$ cat config.mk
export PLATFORM = sky130hd
export DESIGN_NAME = par_read_master
export DESIGN_NICKNAME = d
export VERILOG_FILES = /design/src/rtl/par_read_master.sv
export SDC_FILE = /design/constraint.sdc
export NUM_CORES = 1
export LEC_CHECK = 0
export BUFFER_PORTS_ARGS = -buffer_cell sky130_fd_sc_hd__buf_2
export CORE_MARGIN = 1
export CORE_UTILIZATION = 45
export DETAILED_ROUTE_END_ITERATION = 8
export PLACE_DENSITY = 0.78
export SLEW_MARGIN = 20
export SYNTH_ARGS = -nofsm -noshare
export SYNTH_HDL_FRONTEND = slang
export SYNTH_SLANG_ARGS = --single-unit
$ cat constraint.sdc
create_clock -name clk -period 5.05 [get_ports clk]
set_input_delay 0 -clock clk [delete_from_list [all_inputs] [get_ports clk]]
set_output_delay 0 -clock clk [all_outputs]
set_load 0.02 [all_outputs]
$ cat src/rtl/par_read_master.sv
module par_read_master #(
  parameter int DATA_W     = 8,
  parameter int ACCESS_CYC = 4,
  parameter int MAX_WAIT   = 64
) (
  input  logic              clk,
  input  logic              rst_n,
  input  logic              cmd_read,
  output logic [DATA_W-1:0] rd_data,
  output logic              rd_valid,
  output logic              bus_err,
  output logic              bus_req,
  input  logic              bus_wait,
  input  logic [DATA_W-1:0] bus_data
);

  localparam int AC_W = $clog2(ACCESS_CYC + 1);
  localparam int WT_W = $clog2(MAX_WAIT + 1);
  localparam logic [AC_W-1:0] AC_LAST = AC_W'(ACCESS_CYC - 1);
  localparam logic [WT_W-1:0] WT_LAST = WT_W'(MAX_WAIT - 1);

  typedef enum logic [1:0] {ST_IDLE, ST_ACCESS, ST_STALL} state_t;

  state_t          state;
  logic [AC_W-1:0] acc_cnt;
  logic [WT_W-1:0] wt_cnt;

  assign bus_req = (state != ST_IDLE);

  always_ff @(posedge clk) begin
    if (!rst_n) begin
      state    <= ST_IDLE;
      acc_cnt  <= '0;
      wt_cnt   <= '0;
      rd_data  <= '0;
      rd_valid <= 1'b0;
      bus_err  <= 1'b0;
    end else begin
      rd_valid <= 1'b0;
      bus_err  <= 1'b0;
      case (state)
        ST_IDLE: if (cmd_read) begin
          state   <= ST_ACCESS;
          acc_cnt <= '0;
        end
        ST_ACCESS: if (acc_cnt == AC_LAST) begin
          if (bus_wait) begin
            state  <= ST_STALL;
            wt_cnt <= '0;
          end else begin
            rd_data  <= bus_data;
            rd_valid <= 1'b1;
            state    <= ST_IDLE;
          end
        end else begin
          acc_cnt <= acc_cnt + 1'b1;
        end
        ST_STALL: if (!bus_wait) begin
          rd_data  <= bus_data;
          rd_valid <= 1'b1;
          state    <= ST_IDLE;
        end else if (wt_cnt == WT_LAST) begin
          bus_err <= 1'b1;
          state   <= ST_IDLE;
        end else begin
          wt_cnt <= wt_cnt + 1'b1;
        end
        default: state <= ST_IDLE;
      endcase
    end
  end


  req_start_chk: assert property (@(posedge clk) disable iff (!rst_n)
    $rose(bus_req) |-> $past(cmd_read));


  req_end_chk: assert property (@(posedge clk) disable iff (!rst_n)
    $fell(bus_req) |-> (rd_valid || bus_err));


  valid_pulse_chk: assert property (@(posedge clk) disable iff (!rst_n)
    rd_valid |=> !rd_valid);


  valid_err_excl_chk: assert property (@(posedge clk) disable iff (!rst_n)
    !(rd_valid && bus_err));


  err_keeps_data_chk: assert property (@(posedge clk) disable iff (!rst_n)
    bus_err |-> $stable(rd_data));


  stall_hold_chk: assert property (@(posedge clk) disable iff (!rst_n)
    (state == ST_STALL && bus_wait && wt_cnt != WT_LAST) |=> bus_req);

endmodule

; After elaboration in Yosys (flattened, before gate mapping)
; Cells that the tools add are included.
[word_totals]
ff_bits = 22
input_bits = 12
output_inout_bits = 11
wordCells = 49
[op_classes]
addsub = 2
eq_ne = 11
n_mux = 21
n_reduce_logical = 9
[ops]
columns = cell, count
row1 = 2-to-1 mux 7 bit, 4
row2 = 2-to-1 mux 8 bit, 2
row3 = case mux 8 bit (2 select lines), 1
row4 = case mux 7 bit (2 select lines), 1
row5 = inequality test 2 bit (second input constant), 6
row6 = 2-to-1 mux 2 bit, 5
row7 = AND reduction 3 bit, 3
row8 = adder 7 x 1 -> 7 bit (second input constant), 1
row9 = == test 7 x 6 -> 1 bit (second input constant), 1
row10 = 2-to-1 mux 3 bit, 2
row11 = case mux 2 bit (3 select lines), 1
row12 = case mux 3 bit (2 select lines), 1
row13 = nonzero test 2 bit, 3
row14 = AND reduction 5 bit, 1
row15 = adder 3 x 1 -> 3 bit (second input constant), 1
row16 = == test 3 x 2 -> 1 bit (second input constant), 1
row17 = 2-to-1 mux 1 bit, 3
row18 = inequality test 3 bit (second input constant), 1
row19 = == test 2 x 1 -> 1 bit (second input constant), 1
row20 = == test 2 bit (second input constant), 1
row21 = logical NOT 2 bit, 1
row22 = case mux 1 bit (2 select lines), 1
row23 = AND reduction 2 bit, 1

; Depth between registers and ports, before layout
; Gate-level depths: netlist (run 1).
[logic_depth]
ltp_word = 4
ltp_mapped = 7
mapped_depth_nobuf = 6

; Least setup slack after synthesis (run 1)
; Ideal clock, no wire load.
[synth_path]
kind = register to register
startpoint = register state[0]
endpoint = register wt_cnt[4]
setup_ns = 0.068
arrival_ns = 1.529
t_required_ns = 4.982
path_slack_ns = 3.453
path_stages_with_launch = 7
n_path_buf = 0
synth_period_minus_slack_ns = 1.597
path_cell_list = dfxtp_1 inv_1 ha_1 inv_2 or3_1 o31a_1 o21ai_2
[synth_via]
elab_chain_len = 3
word_cells_on_any_way = 9
classes_between = eq/ne: 6 / mux: 1 / reduce/logical: 2
[synth_rtl]
columns = item, line_no
row1 = from (decl), 24  ; state_t state;
row2 = from (signal assigned), 32  ; state <= ST_IDLE;
row3 = from (signal assigned), 43  ; state <= ST_ACCESS;
row4 = from (signal assigned), 48  ; state <= ST_STALL;
row5 = == test 2 bit / == test 2 x 1 -> 1 bit (equally long branches), 41  ; case (state)
row6 = inequality test 2 bit (no source line) / nonzero test 2 bit (equally long branches), n/a
row7 = AND reduction 5 bit (no source line), n/a
row8 = to (signal assigned), 66  ; wt_cnt <= wt_cnt + 1'b1;
row9 = to (decl), 26  ; logic [WT_W-1:0] wt_cnt;
; Several ways; a longest one is shown, not always the timed one.
; A chain may end at the register's enable or synchronous reset.

; Worst setup path in the final report (run 1)
; Same ends and word-level chain as after synthesis.

==> flow_summary_export.csv, run 1 <==
group,metric,value,unit
cts,cts_buffers,3,
setup_path,arrival,2160,ps
cts,clock_sinks,22,
floorplanning,core_area,2320,um^2
worst_hold_path,hold_path_class,"input pin to flop",
synthesis,ys_async_sr_fraction,0,
floorplanning,rows,17,
cts,clock_path_buffers,2,
final_layout,layout-drive-gt1-share,0.194,
power,p_leak,0.551,nW
cts,htreeDepth,1,
synthesis,synth-edff-count,0,
cts,root_buffer,"clkbuf_4",
floorplanning,die_h,52.7,um
timing,rsz0062_at_grt,"false",
cts,cts_tree,"built",
timing,finalSetupTns,0,ps
drt,viasPerCell,5.39,
setup_path,crit_required,5300,ps
synthesis,ys.flop_type,"dfxtp_1",
drt,drt_pre_antenna_iters,4,
synthesis,syn_avg_cell_area,9.09,um^2
timing,layout_min_cycle_time,1910,ps
timing,slew_headroom,0.657,
cts,path_clk_slew,120,ps
place,dpl-instance-area,1270,um^2
setup_path,cp_slowest_cell,"ha_1",
final_layout,area_growth,19.5,%
setup_path,path_class,"flop to flop",
synthesis,ys_types,36,
setup_path,startpoint_type,"flop",
floorplanning,io_pins,23,
place,post-dp-hpwl,1.60,mm
floorplanning,start_util,0.498,
setup_path,cp_max_fo,14,
timing,fin_worst_skew,1.72,ps
drt,drc,0,
synthesis,ys_ff_latch,22,
drt,drtAntennaViolNets,0,
synthesis,postSynthCellCount,127,
final_layout,fin_nets,176,
cts,hold_buffers,9,
flow_run,drv_cap,0,
setup_path,cp-end-kind,"flop",
cts,clk_latency,310,ps
floorplanning,fp.dieW,52.7,um
setup_path,crit_chain,"inv_1 > ha_1 > nand3_1 > or3_1 > o31a_1 > o21ai_2",
synthesis,seq_area_frac_synth,0.381,
global_routing,antenna_found_initial,0,
synthesis,synth_area,1150,um^2
drt,first_iter_violations,22,
cts,cts_setup_buffers,0,
floorplanning,dieArea,2770,um^2
global_routing,grt.total_usage,0.191,
final_layout,fin_area,1380,um^2
global_routing,grt_remaining_overflow,0,
synthesis,yosysWarnings,0,
outcome,status,"finished, final reports clean",
drt,wl_per_cell,13.2,um
setup_path,max_stage_delay,450,ps
timing,drv_slew,0,
power,power_density,369,nW/um^2
timing,period_share,0.378,
timing,worst_pin_slew,512,ps
final_layout,post-route-util,0.595,
timing,fmax,0.524,GHz
final_layout,n_antenna_cell,0,
timing,setup_violations,0,
synthesis,syn_nets,146,
power,ir_drop,247,uV
timing,finalHoldViolations,0,
place,port_buffers,22,
global_routing,grt_pass1_vias,889,
cts,cts_resized,0,
drt,routed_wl,2.41,mm
place,place_congestion,0.816,
global_routing,grt_first_pass_wirelength,3.88,mm
drt,routed-via-count,986,
global_routing,grt_start_max_net_pins,27,
path summary, 6_finish.rpt:
kind,end,slack (ps),start,cells past startpoint
worst min register to register,wt_cnt[6]$_SDFFE_PN0P_,460,wt_cnt[6]$_SDFFE_PN0P_,2
worst max register to register,wt_cnt[4]$_SDFFE_PN0P_,3140,state[0]$_SDFFE_PN0P_,6
worst min-delay path,wt_cnt[6]$_SDFFE_PN0P_,110,rst_n,3
worst max-delay path,wt_cnt[4]$_SDFFE_PN0P_,3140,state[0]$_SDFFE_PN0P_,6
worst max-delay path: cells and delay by family, from the launching register on:
| kind | cells | cell delay (ps) |
|---|---|---|
| AND/OR/NAND/NOR | 2 | 580 |
| adder cells (fa/ha/maj) | 1 | 450 |
| flip-flops | 1 | 350 |
| AO/OA/AOI/OAI | 2 | 350 |
| buffers and inverters | 1 | 110 |
cells in the mapped netlist (2+ instances only):
cell	number	area [um^2]
a21oi_1	5	25.0
mux2i_1	12	120
nor2_1	4	15.0
nand2_1	14	52.6
o21ai_0	3	15.0
nor3_1	3	15.0
and2_1	2	12.5
inv_1	4	15.0
nand4_1	3	18.8
nor2b_1	13	81.3
clkbuf_1	3	11.3
a211oi_1	2	15.0
dfxtp_1	22	440
buf_2	2	10.0
nand2b_1	3	18.8
o211ai_1	2	15.0
nand3_1	5	25.0
ha_1	7	87.6
layer usage:
metal	GRT usage	wire length (um)	vias up
met5	0	0	-
met2	0.329	1230	10
met1	0.226	1090	471
met4	0.0482	21	0
li1	-	-	500
met3	0.0609	66	5
cell usage in the layout, fill, tap and decap left out, types with 2 or more instances in the layout:
master	count
dfxtp_1	22
buf_2	22
nand2_1	14
nor2b_1	13
mux2i_1	12
dlygate4sd3_1	9
ha_1	7
nand3_1	5
a21oi_1	5
inv_1	4
nor2_1	4
nand2b_1	3
nand4_1	3
nor3_1	3
o21ai_0	3
clkbuf_4	3
a211oi_1	2
o211ai_1	2
and2_1	2
sequential cells by signal, indices dropped and copies added, names as in the netlist:
signal and count:
wt_cnt 7, state 2, acc_cnt 3, bus_err 1
rd_valid 1, rd_data 8
kinds of logic after synthesis:
logic type,share of synthesized area
AO/OA/AOI/OAI,0.114
adder cells (fa/ha/maj),0.0758
buffers and inverters,0.0444
flip-flops,0.381
multiplexers,0.104
AND/OR/NAND/NOR,0.281
where the power goes:
part | total, mW | internal, mW | switching (mW)
Sequential | 0.202 | 0.191 | 0.0110
Clock | 0.0800 | 0.0279 | 0.0521
Combinational | 0.227 | 0.0920 | 0.135
metrics by stage:
| stage | std cells | setup WS [ps] | power [mW] | hold WS, ps |
|---|---|---|---|---|
| 2_1_floorplan | 127 | 3450 | 0.382 | 169 |
| 3_3_place_gp | 171 | 3250 | 0.414 | 260 |
| 3_5_place_dp | 171 | 3190 | 0.424 | 263 |
| 4_1_cts | 183 | 3150 | 0.508 | 101 |
| 5_1_grt | 183 | 2970 | 0.540 | 127 |
| 6_report | 183 | 3140 | 0.509 | 107 |
layout make-up:
cell class,count,area [um^2]
Tap cell,28,35.0
Clock buffer,3,22.5
Sequential cell,22,440
Multi-Input combinational cell,94,663
Timing Repair Buffer,31,200
Fill cell,192,938
Inverter,5,18.8
(Power assumes the default switching activity.)
==> run 2: changes to the inputs <==
Settings changed: ABC_AREA set to 1, PLACE_DENSITY 0.78 to 0.81.
Clock period 5.05 ns to 1.65 ns, I/O delays scaled along.
==> flow_summary_export.csv, run 2 <==
group,metric,value,unit
floorplanning,dieArea,2660,um^2
floorplanning,core_area,2280,um^2
synthesis,syn_avg_cell_area,7.24,um^2
floorplanning,fp.dieW,51.6,um
synthesis,synth_top_area_frac,0.398,
final_layout,reg.largest.list,"rd_data: 8 flops, wt_cnt: 7 flops, acc_cnt: 3 flops",
final_layout,final_common_cell,"nor2_1",
power,p_sw_frac,0.444,
setup_path,crit_required,1860,ps
synthesis,ys_ff_latch,22,
setup_path,startpoint_type,"flop",
synthesis,ys.flop_type,"dfxtp_1",
final_layout,fin_nets,208,
power,pwr-share-clk,0.124,
synthesis,synth.most_common_cell,"nor2_1",
timing,layout_min_cycle_time,1520,ps
drt,routed_wl,2.54,mm
timing,worst_pin_slew,390,ps
outcome,status,"finished, final reports clean",
timing,fin_worst_skew,3.61,ps
timing,finalHoldViolations,0,
drt,routed-via-count,1082,
final_layout,regArea,445,um^2
setup_path,crit_chain,"inv_1 > ha_2 > nand2_2 > nand2_2 > nor2_4 > nand2_4 > o21ai_1 > nor2_2",
final_layout,area_growth,24.5,%
final_layout,layout-drive-gt1-share,0.241,
place,port_buffers,22,
setup_path,reg2reg_slack,130,ps
drt,viasPerCell,5.03,
global_routing,grt_pass1_vias,980,
setup_path,max_stage_delay,370,ps
synthesis,synth-edff-count,0,
drt,drt_pre_antenna_iters,4,
power,switching_power,841,uW
final_layout,n_antenna_cell,0,
flow_run,drv_cap,0,
setup_path,crit_top_cell,"nand2_2",
synthesis,synth_area_leaders,"dfxtp_1 40%, nor2_1 10%, ha_1 7.9%",
setup_path,arrival,1730,ps
cts,root_buffer,"clkbuf_4",
setup_path,cp_max_fo,8,
final_layout,largest_register_ffs,8,
cts,cts_buffers,3,
setup_path,cp_slowest_cell,"dfxtp_1",
synthesis,synthTopCellsByCount,"30 x nor2_1, 23 x nand2_1, 22 x dfxtp_1, 15 x inv_1, 12 x a21oi_1",
cts,clock_sinks,22,
power,power_density,1370,nW/um^2
cts,path_clk_slew,110,ps
final_layout,fin_area,1380,um^2
synthesis,ys_types,21,
timing,fmax,0.657,GHz
worst_hold_path,min-delay-start,"rst_n",
drt,drc,0,
timing,drv_slew,0,
setup_path,path_class,"flop to flop",
synthesis,synth_top_cell_by_area,"dfxtp_1",
power,ir_drop,914,uV
power,p_leak,0.590,nW
synthesis,seq_area_frac_synth,0.398,
setup_path,worstSetupStartpoint,"state[0]$_SDFFE_PN0P_",
global_routing,grt_first_pass_wirelength,4.02,mm
setup_path,r2r_start,"state[0]$_SDFFE_PN0P_",
global_routing,grt.total_usage,0.211,
synthesis,ys_async_sr_fraction,0,
final_layout,mostFrequentLayoutCells,"30 x nor2_1, 23 x nand2_1, 22 x buf_2, 18 x dfxtp_1, 15 x inv_1",
synthesis,syn_nets,172,
final_layout,fill_cells,192,
setup_path,cp_num_buf_inv,1,
place,post-dp-hpwl,1.72,mm
setup_path,cp_top_family,"simple AND/OR/NAND/NOR gates",
timing,period_share,0.923,
floorplanning,start_util,0.487,
timing,rsz0062_at_grt,"false",
floorplanning,io_pins,23,
timing,slew_headroom,0.737,
cts,htreeDepth,1,
synthesis,postSynthCellCount,153,
drt,drtAntennaViolNets,0,
global_routing,grt_remaining_overflow,0,
global_routing,antenna_found_initial,0,
floorplanning,rows,17,
floorplanning,die_h,51.6,um
cts,cts_tree,"built",
setup_path,cp-end-kind,"flop",
drt,first_iter_violations,25,
place,place_congestion,0.843,
timing,finalSetupTns,0,ps
final_layout,multi_input_area,604,um^2
worst_hold_path,hold_path_class,"input pin to flop",
place,dpl-instance-area,1260,um^2
global_routing,grt_start_max_net_pins,14,
synthesis,yosysWarnings,0,
synthesis,synth_area,1110,um^2
cts,clk_latency,300,ps
cts,clock_path_buffers,2,
power,p_comb_frac,0.501,
power,internal_power,1.05,mW
drt,wl_per_cell,11.8,um
final_layout,top_register,"rd_data",
power,seqPwrFrac,0.375,
timing,setup_violations,0,
[run 2: cell types whose count changed in the layout (fill, tap and decap cells not counted), moves of 5 or more]
cell / delta
nor2_1: +26
nand3_1: +6
o21ai_0: +6
a21oi_1: +7
inv_1: +11
mux2i_1: -12
nand2_2: +5
nand2_1: +9
nor2b_1: -13
[run 2: path summary, 6_finish.rpt]
| path | end | depth (start not counted) |
|---|---|---|
| max | wt_cnt[3]$_SDFFE_PN0P_ | 8 |
| max reg2reg | wt_cnt[3]$_SDFFE_PN0P_ | 8 |
| min reg2reg | acc_cnt[1]$_SDFFE_PN0P_ | 2 |
| min | state[1]$_SDFFE_PN0P_ | 3 |
[run 2: per-layer routing]
metal  track usage  wire [um]  up-vias
met5             0          0        -
met4         0.126         54        0
met3        0.0380        100        6
met2         0.377       1290       33
met1         0.229       1100      478
li1              -          -      565
[run 2: repair_timing]
action / 4_1_cts / 5_1_grt
hold buffers: 9 / 0
buffers inserted: 0 / 0
hold endpoints to repair: 9 / 0
resized for setup: 0 / 6
setup endpoints to repair: 0 / 10
[run 2: cells by family after synthesis]
group / count (synthesis) / share of synthesized area
AND/OR/NAND/NOR: 83 / 0.358
AO/OA/AOI/OAI: 23 / 0.104
flip-flops: 22 / 0.398
buffers and inverters: 18 / 0.0610
adder cells (fa/ha/maj): 7 / 0.0791
[run 2: final cells by class]
class,instances,area share
Multi-Input combinational cell,113,0.438
Sequential cell,22,0.323
Timing Repair Buffer,32,0.151
Inverter,17,0.0463
Tap cell,28,0.0254
Clock buffer,3,0.0163
[run 2: worst min-delay path, stage by stage]
cell and delay (ps):
buf_2 180, nand2_1 90, nor2_1 30
[run 2: stage by stage]
stage | util | setup slack [ps] | total power [mW] | instances | hold slack [ps]
detailed placement | 0.552 | 79.3 | 1.63 | 203 | 267
CTS | 0.601 | 57.6 | 1.89 | 215 | 7.71
global placement | 0.552 | 178 | 1.58 | 203 | 245
global route | 0.606 | 7.73 | 2.05 | 215 | 22.2
finish | 0.606 | 127 | 1.90 | 215 | 24.4
floorplan | - | 247 | 1.39 | 153 | 141
[run 2: power groups by stage]
stage | logic (mW) | registers (mW) | clock network [mW]
after global routing | 1.05 | 0.726 | 0.272
after floorplan | 0.587 | 0.800 | 0
after CTS | 0.933 | 0.707 | 0.247
after global placement | 0.876 | 0.708 | 0
final | 0.949 | 0.711 | 0.236
after detailed placement | 0.912 | 0.718 | 0
